**src/rtl/rseq_pkg.sv**
```systemverilog
package rseq_pkg;
  localparam int unsigned SEGS = 8;

  typedef enum logic [1:0] {
    OP_PLAY    = 2'b00,
    OP_REC     = 2'b01,
    OP_CUE     = 2'b10,
    OP_CUE_ALT = 2'b11
  } op_e;

  function automatic int unsigned umax(int unsigned a, int unsigned b);
    return (a > b) ? a : b;
  endfunction
endpackage

```
**src/rtl/rseq_tick_gen.sv**
```systemverilog
module rseq_tick_gen import rseq_pkg::*; #(
  parameter int unsigned DIV0 = 4,
  parameter int unsigned DIV1 = 5,
  parameter int unsigned DIV2 = 6,
  parameter int unsigned DIV3 = 8,
  localparam int unsigned CW = $clog2(umax(umax(DIV0, DIV1), umax(DIV2, DIV3))) + 1
) (
  input  logic       clk_i,
  input  logic       rst_ni,
  input  logic       clr_i,
  input  logic       run_i,
  input  logic [1:0] rate_sel_i,
  input  logic       ext_sel_i,
  input  logic       ext_clk_i,
  output logic       tick_o
);
  localparam int unsigned DIVS [4] = '{DIV0, DIV1, DIV2, DIV3};

  logic [CW-1:0] lim [4];
  for (genvar g = 0; g < 4; g++) begin : g_lim
    assign lim[g] = CW'(DIVS[g] - 1);
  end

  logic [CW-1:0] cnt_q;
  logic          ext_q, half_q;
  logic          rise, int_hit;

  assign rise    = ext_clk_i & ~ext_q;
  assign int_hit = (cnt_q >= lim[rate_sel_i]);

  always_ff @(posedge clk_i or negedge rst_ni) begin
    if (!rst_ni) begin
      cnt_q  <= '0;
      ext_q  <= 1'b0;
      half_q <= 1'b0;
    end else begin
      ext_q <= ext_clk_i;
      if (clr_i || !run_i)   cnt_q <= '0;
      else if (!ext_sel_i)   cnt_q <= int_hit ? '0 : cnt_q + 1'b1;
      // external path: every second rising edge is a tick
      if (clr_i)                            half_q <= 1'b0;
      else if (run_i && ext_sel_i && rise)  half_q <= ~half_q;
    end
  end

  assign tick_o = run_i && (ext_sel_i ? (rise && half_q) : int_hit);
endmodule

```
**src/rtl/rseq_row_timer.sv**
```systemverilog
module rseq_row_timer import rseq_pkg::*; #(
  parameter int unsigned SEG_TICKS = 200,
  parameter int unsigned CUE_SEG   = 4,
  localparam int unsigned TW = $clog2(umax(SEG_TICKS, CUE_SEG)) + 1,
  localparam int unsigned IW = $clog2(SEGS)
) (
  input  logic          clk_i,
  input  logic          rst_ni,
  input  logic          restart_i,
  input  logic          pre_i,
  input  logic          run_i,
  input  logic          step_i,
  input  logic          cue_i,
  output logic [IW-1:0] seg_idx_o,
  output logic          seg_end_o,
  output logic          row_end_o,
  output logic          rac_pull_o
);
  logic [TW-1:0] cnt_q, seg_lim;
  logic [IW-1:0] idx_q;
  logic          pre_q, seg_done;

  assign seg_lim  = cue_i ? TW'(CUE_SEG - 1) : TW'(SEG_TICKS - 1);
  assign seg_done = step_i && (cnt_q >= seg_lim);

  always_ff @(posedge clk_i or negedge rst_ni) begin
    if (!rst_ni) begin
      cnt_q <= '0;
      idx_q <= '0;
      pre_q <= 1'b0;
    end else if (restart_i) begin
      cnt_q <= '0;
      idx_q <= '0;
      pre_q <= pre_i;
    end else if (run_i && step_i) begin
      if (cnt_q >= seg_lim) begin
        cnt_q <= '0;
        if (pre_q) pre_q <= 1'b0;        // extra settle segment consumed
        else       idx_q <= idx_q + 1'b1;
      end else begin
        cnt_q <= cnt_q + 1'b1;
      end
    end
  end

  assign seg_idx_o  = idx_q;
  assign seg_end_o  = run_i && seg_done && !pre_q;
  assign row_end_o  = seg_end_o && (idx_q == IW'(SEGS - 1));
  assign rac_pull_o = run_i && !pre_q && (idx_q == IW'(SEGS - 1));
endmodule

```
**src/rtl/rseq_row_track.sv**
```systemverilog
module rseq_row_track #(
  parameter int unsigned ROWS = 1200,
  localparam int unsigned AW = $clog2(ROWS)
) (
  input  logic          clk_i,
  input  logic          rst_ni,
  input  logic          load_i,
  input  logic [AW-1:0] start_row_i,
  input  logic          row_end_i,
  input  logic          eom_hit_i,
  output logic [AW-1:0] row_o,
  output logic          ovf_o,
  output logic          eom_o,
  output logic          halt_o
);
  localparam logic [AW-1:0] LAST = AW'(ROWS - 1);

  logic [AW-1:0] row_q;
  logic          ovf_q, eom_q, at_last, ovf_evt;

  assign at_last = (row_q == LAST);
  assign ovf_evt = row_end_i && at_last && !eom_hit_i;

  always_ff @(posedge clk_i or negedge rst_ni) begin
    if (!rst_ni) begin
      row_q <= '0;
      ovf_q <= 1'b0;
      eom_q <= 1'b0;
    end else begin
      if (load_i)
        row_q <= (start_row_i > LAST) ? LAST : start_row_i;
      else if (row_end_i && !at_last && !eom_hit_i)
        row_q <= row_q + 1'b1;
      ovf_q <= ovf_evt;
      eom_q <= eom_hit_i;
    end
  end

  assign row_o  = row_q;
  assign ovf_o  = ovf_q;
  assign eom_o  = eom_q;
  assign halt_o = ovf_evt | eom_hit_i;
endmodule

```
**src/rtl/rac_row_seq.sv**
```systemverilog
module rac_row_seq import rseq_pkg::*; #(
  parameter int unsigned ROWS      = 1200,
  parameter int unsigned SEG_TICKS = 200,
  parameter int unsigned CUE_SEG   = 4,
  parameter int unsigned DIV0      = 4,
  parameter int unsigned DIV1      = 5,
  parameter int unsigned DIV2      = 6,
  parameter int unsigned DIV3      = 8,
  localparam int unsigned AW = $clog2(ROWS),
  localparam int unsigned IW = $clog2(SEGS)
) (
  input  logic            clk_i,
  input  logic            rst_ni,
  input  logic            start_i,
  input  logic            stop_i,
  input  logic [1:0]      mode_i,
  input  logic [AW-1:0]   start_row_i,
  input  logic [1:0]      rate_sel_i,
  input  logic            ext_sel_i,
  input  logic            ext_clk_i,
  input  logic [SEGS-1:0] eom_mark_i,
  output logic [AW-1:0]   row_o,
  output logic            rac_pull_o,
  output logic            busy_o,
  output logic            ovf_o,
  output logic            eom_o
);
  op_e           op_q;
  logic          run_q, start_evt, halt, cue, play;
  logic          tick, step, seg_end, row_end, eom_hit;
  logic [IW-1:0] seg_idx;

  assign start_evt = start_i && !stop_i;
  assign cue       = op_q[1];
  assign play      = (op_q == OP_PLAY);

  always_ff @(posedge clk_i or negedge rst_ni) begin
    if (!rst_ni) begin
      run_q <= 1'b0;
      op_q  <= OP_PLAY;
    end else if (start_evt) begin
      run_q <= 1'b1;
      op_q  <= op_e'(mode_i);
    end else if (stop_i || halt) begin
      run_q <= 1'b0;
    end
  end

  rseq_tick_gen #(.DIV0(DIV0), .DIV1(DIV1), .DIV2(DIV2), .DIV3(DIV3)) u_tick (
    .clk_i, .rst_ni,
    .clr_i      (start_evt),
    .run_i      (run_q),
    .rate_sel_i,
    .ext_sel_i,
    .ext_clk_i,
    .tick_o     (tick)
  );

  assign step = cue ? 1'b1 : tick;

  rseq_row_timer #(.SEG_TICKS(SEG_TICKS), .CUE_SEG(CUE_SEG)) u_timer (
    .clk_i, .rst_ni,
    .restart_i  (start_evt),
    .pre_i      (mode_i == OP_REC),
    .run_i      (run_q),
    .step_i     (step),
    .cue_i      (cue),
    .seg_idx_o  (seg_idx),
    .seg_end_o  (seg_end),
    .row_end_o  (row_end),
    .rac_pull_o (rac_pull_o)
  );

  assign eom_hit = seg_end && play && eom_mark_i[seg_idx];

  rseq_row_track #(.ROWS(ROWS)) u_track (
    .clk_i, .rst_ni,
    .load_i      (start_evt),
    .start_row_i,
    .row_end_i   (row_end),
    .eom_hit_i   (eom_hit),
    .row_o,
    .ovf_o,
    .eom_o,
    .halt_o      (halt)
  );

  assign busy_o = run_q;
endmodule

```
**config.mk**
```make
export PLATFORM = sky130hd
export DESIGN_NAME = rac_row_seq
export DESIGN_NICKNAME = d
export VERILOG_FILES = /design/src/rtl/rseq_pkg.sv /design/src/rtl/rseq_tick_gen.sv /design/src/rtl/rseq_row_timer.sv /design/src/rtl/rseq_row_track.sv /design/src/rtl/rac_row_seq.sv
export SDC_FILE = /design/constraint.sdc
export NUM_CORES = 1
export LEC_CHECK = 0
export ABC_AREA = 1
export BUFFER_PORTS_ARGS = -buffer_cell sky130_fd_sc_hd__buf_4
export CAP_MARGIN = 20
export CORE_MARGIN = 2
export CORE_UTILIZATION = 45
export CTS_BUF_LIST = sky130_fd_sc_hd__clkbuf_16
export CTS_CLUSTER_SIZE = 30
export DETAILED_ROUTE_END_ITERATION = 16
export PLACE_DENSITY = 0.67
export SETUP_SLACK_MARGIN = 0.3
export SLEW_MARGIN = 20
export SYNTH_ARGS = -nofsm -noshare
export SYNTH_HDL_FRONTEND = slang
export SYNTH_SLANG_ARGS = --single-unit
```
**constraint.sdc**
```tcl
create_clock -name clk_i -period 2 [get_ports clk_i]
set_input_delay 0.3 -clock clk_i [delete_from_list [all_inputs] [get_ports clk_i]]
set_output_delay 0.3 -clock clk_i [all_outputs]
set_load 0.1 [all_outputs]
```
==> results by group <==
Status
  – Status: complete, no violations

Timing
  – Rel. slew slack: 69.1%
  – Final WS setup: 0.0717 ns
  – RSZ-0062 raised after global routing: yes
  – Worst-margin pin slew: 0.464 ns
  – Period utilization: 96.4%
  – Period minus WS final: 1.93 ns
  – Final TNS setup: 0 ns
  – Fin. max-slew vios: 0
  – Peak Freq: 0.519 GHz
  – Setup violators final: 0
  – Worst hold slack: 0.143 ns
  – Final Skew: 0.00337 ns
  – Final Hold Viols: 0

Power
  – Internal: 1.97 mW
  – Switching power: 1.30 mW
  – Flop pwr share: 30.7%
  – Worst IR Drop VDD: 0.608 mV
  – Switching part of the total: 39.7%
  – Power per cell area: 968 mW/mm^2
  – Clock Power Share: 31.1%
  – Logic pwr share: 38.2%
  – Leak pwr: 1.65 nW
  – Power Total: 3.27 mW

Die
  – IO Count: 44
  – Die ar.: 0.00584 mm^2
  – Starting Density: 46.5%
  – FP Rows: 26
  – DIE WIDTH: 76.4 um
  – Core Region: 0.00507 mm^2
  – Die H: 76.4 um

Min path
  – Hold path depth: 1
  – Hold EP: u_tick.ext_q
  – Hold path start: ext_clk_i
  – Worst hold path class: in -> reg

Worst setup path
  – Reg2Reg Depth: 13
  – Crit-path max FO: 6
  – Worst reg2reg path startpoint: op_q[1]
  – Worst R2R Setup Slack: 0.07 ns
  – Setup crit end kind: flip-flop
  – Critical path class: reg -> reg
  – CP Launch Type: flip-flop
  – Worst EP arrival: 2.10 ns
  – RR Endpoint: u_track.row_o[0]
  – WP data required: 2.17 ns

Drt
  – WL/cell: 13.4 um
  – Routed WL: 6170 um
  – Via count: 2333
  – Post-DRT Antenna Nets: 0
  – DR vias/cell: 5.07
  – DRC Markers: 0
  – Router iterations before antenna repair: 4
  – Detailed router's first-iteration violation count: 144

Run
  – Max Cap Viol: 0

Place
  – DP HPWL: 4120 um
  – DP Area: 0.00284 mm^2
  – Placed cell count: 443
  – Dpl ws: -0.0910 ns
  – Input/output buffers: 43
  – RePlAce Congestion: 0.816

Logic synthesis
  – Post-synthesis sequential area ratio: 37.1%
  – Mean Syn Cell Area: 7.22 um^2
  – Post-synth cell types: 30
  – Yosys warnings: 0
  – Mapped Area: 0.00236 mm^2
  – Post-Syn Nets: 369
  – Mapped Cells: 327
  – #FFs+latches synth: 35

Finish
  – Fraction of layout cells with a size suffix above 1: 34.1%
  – Final nets: 431
  – Layout fillers: 442
  – Layout Utilization: 66.5%
  – Layout Cells excl Fill: 460
  – Commonest non-fill, non-tap cell in the layout: nand2_1
  – Post-route cell area: 0.00338 mm^2
  – # diodes: 0
  – Layout area overhead: 43.1%
  – Commonest non-fill, non-tap cells in the layout: nand2_1, buf_4, inv_1

Clock network
  – Clock-pin slew on the worst setup and hold paths: 0.06 ns
  – CTS buffer count: 5
  – H-tree depth: 2
  – Clock Sinks: 35
  – CTS max path bufs: 2
  – Worst-skew pair later-pin latency: 0.28 ns
  – CTS tree: built
  – CTS root buffer: clkbuf_16

Global routing
  – Largest net degree at the start of global routing: 36
  – Grt total ovfl: 0
  – Initial antenna violation count: 0
  – Vias in the first global route: 2196
  – Tot GR Track Use: 22.1%
  – First-pass GRT wire length: 10400 um
-- registers in the layout, indices dropped and copies added (netlist names), 2 cells and up --
| name | cells |
|---|---|
| u_track.row_o | 11 |
| u_timer.cnt_q | 9 |
| u_tick.cnt_q | 4 |
| u_timer.seg_idx_o | 3 |
| op_q | 2 |
-- worst max-delay path by stage --
stage / startpoint / end / cells after the start
global placement: rate_sel_i[0] / u_track.row_o[1] / 16
detailed placement: rate_sel_i[1] / u_track.row_o[6] / 19
finish: op_q[1] / u_track.row_o[0] / 13
CTS: op_q[1] / u_track.row_o[0] / 13
global route: op_q[1] / u_track.row_o[0] / 13
floorplan: busy_o / u_track.row_o[8] / 8
-- Yosys cell counts --
cell      instances  share of area, %
nand2_1          86                14
inv_1            40               6.4
nand3_1          40               8.5
dfrtp_1          35                37
o21ai_0          27               5.7
nor2_1           25               4.0
ha_1             13               6.9
a21oi_1          10               2.1
nand2_2           7               1.9
nand4_1           7               1.9
xor2_1            6               2.2
nor2_2            5               1.3
inv_2             3              0.48
buf_2             2              0.42
buf_4             2              0.64
clkbuf_1          2              0.32
nand4_2           2               1.1
nor3_1            2              0.42
o21a_1            2              0.64
a211oi_1          1              0.32
buf_1             1              0.16
buf_6             1              0.48
nand3_2           1              0.42
nor3_2            1              0.42
nor3b_2           1              0.53
nor4_4            1              0.90
o21ai_1           1              0.21
o22ai_1           1              0.27
o31ai_1           1              0.32
o32ai_1           1              0.37
-- what timing repair did --
action | 4_1_cts | 5_1_grt
setup endpoints to repair | 28 | 28
pin swaps | 17 | 8
endpoints found under the hold margin | 35 | 0
hold buffers | 1 | 0
resized for setup | 43 | 23
buffers inserted | 7 | 1
-- critical path, stage by stage, from the launching register on --
cell and delay (ns):
dfrtp_2 0.47, ha_4 0.30, inv_2 0.04, nor2_4 0.11, nand2_1 0.06, nor2_1 0.11, nor2_2 0.07, nand3_4 0.13
nand3_4 0.09, nor2_4 0.11, nand2_4 0.08, buf_6 0.15, nand3_2 0.05, nand2_1 0.05
-- power groups by stage --
stage	sequential (mW)	clock (mW)	combinational [mW]
final	1.00	1.02	1.25
after global placement	0.993	0	1.05
after CTS	0.993	1.03	1.20
after floorplan	1.33	0	0.437
after global routing	1.02	1.07	1.36
after detailed placement	0.992	0	1.06
-- cell families after synthesis --
kind of cell               count (synthesis)  share of synthesized area [%]
buffers and inverters                     51                           8.85
AOI/OAI and AO/OA                         44                           9.97
adders and majority gates                 13                           6.89
and+or+nand+nor                          178                           34.9
DFF                                       35                           37.1
xor gates and xnor gates                   6                           2.23
-- metal layers --
metal / GRT usage, % / up-vias / share of wire [%]
met2: 39.0 / 50 / 52
met5: 0 / - / 0
met1: 27.1 / 1083 / 44
li1: - / 1194 / -
met3: 4.03 / 6 / 2.7
met4: 6.91 / 0 / 1.2
-- layout make-up --
type / instances / area, um^2 / share of cell area [%]
Clock buffer: 5 / 125 / 3.71
Clock inverter: 3 / 67.6 / 2.00
Inverter: 43 / 166 / 4.93
Multi-Input combinational cell: 241 / 1530 / 45.2
Sequential cell: 35 / 885 / 26.2
Tap cell: 70 / 87.6 / 2.59
Timing Repair Buffer: 63 / 519 / 15.4
Note: power is estimated with default switching activity, not from simulation.
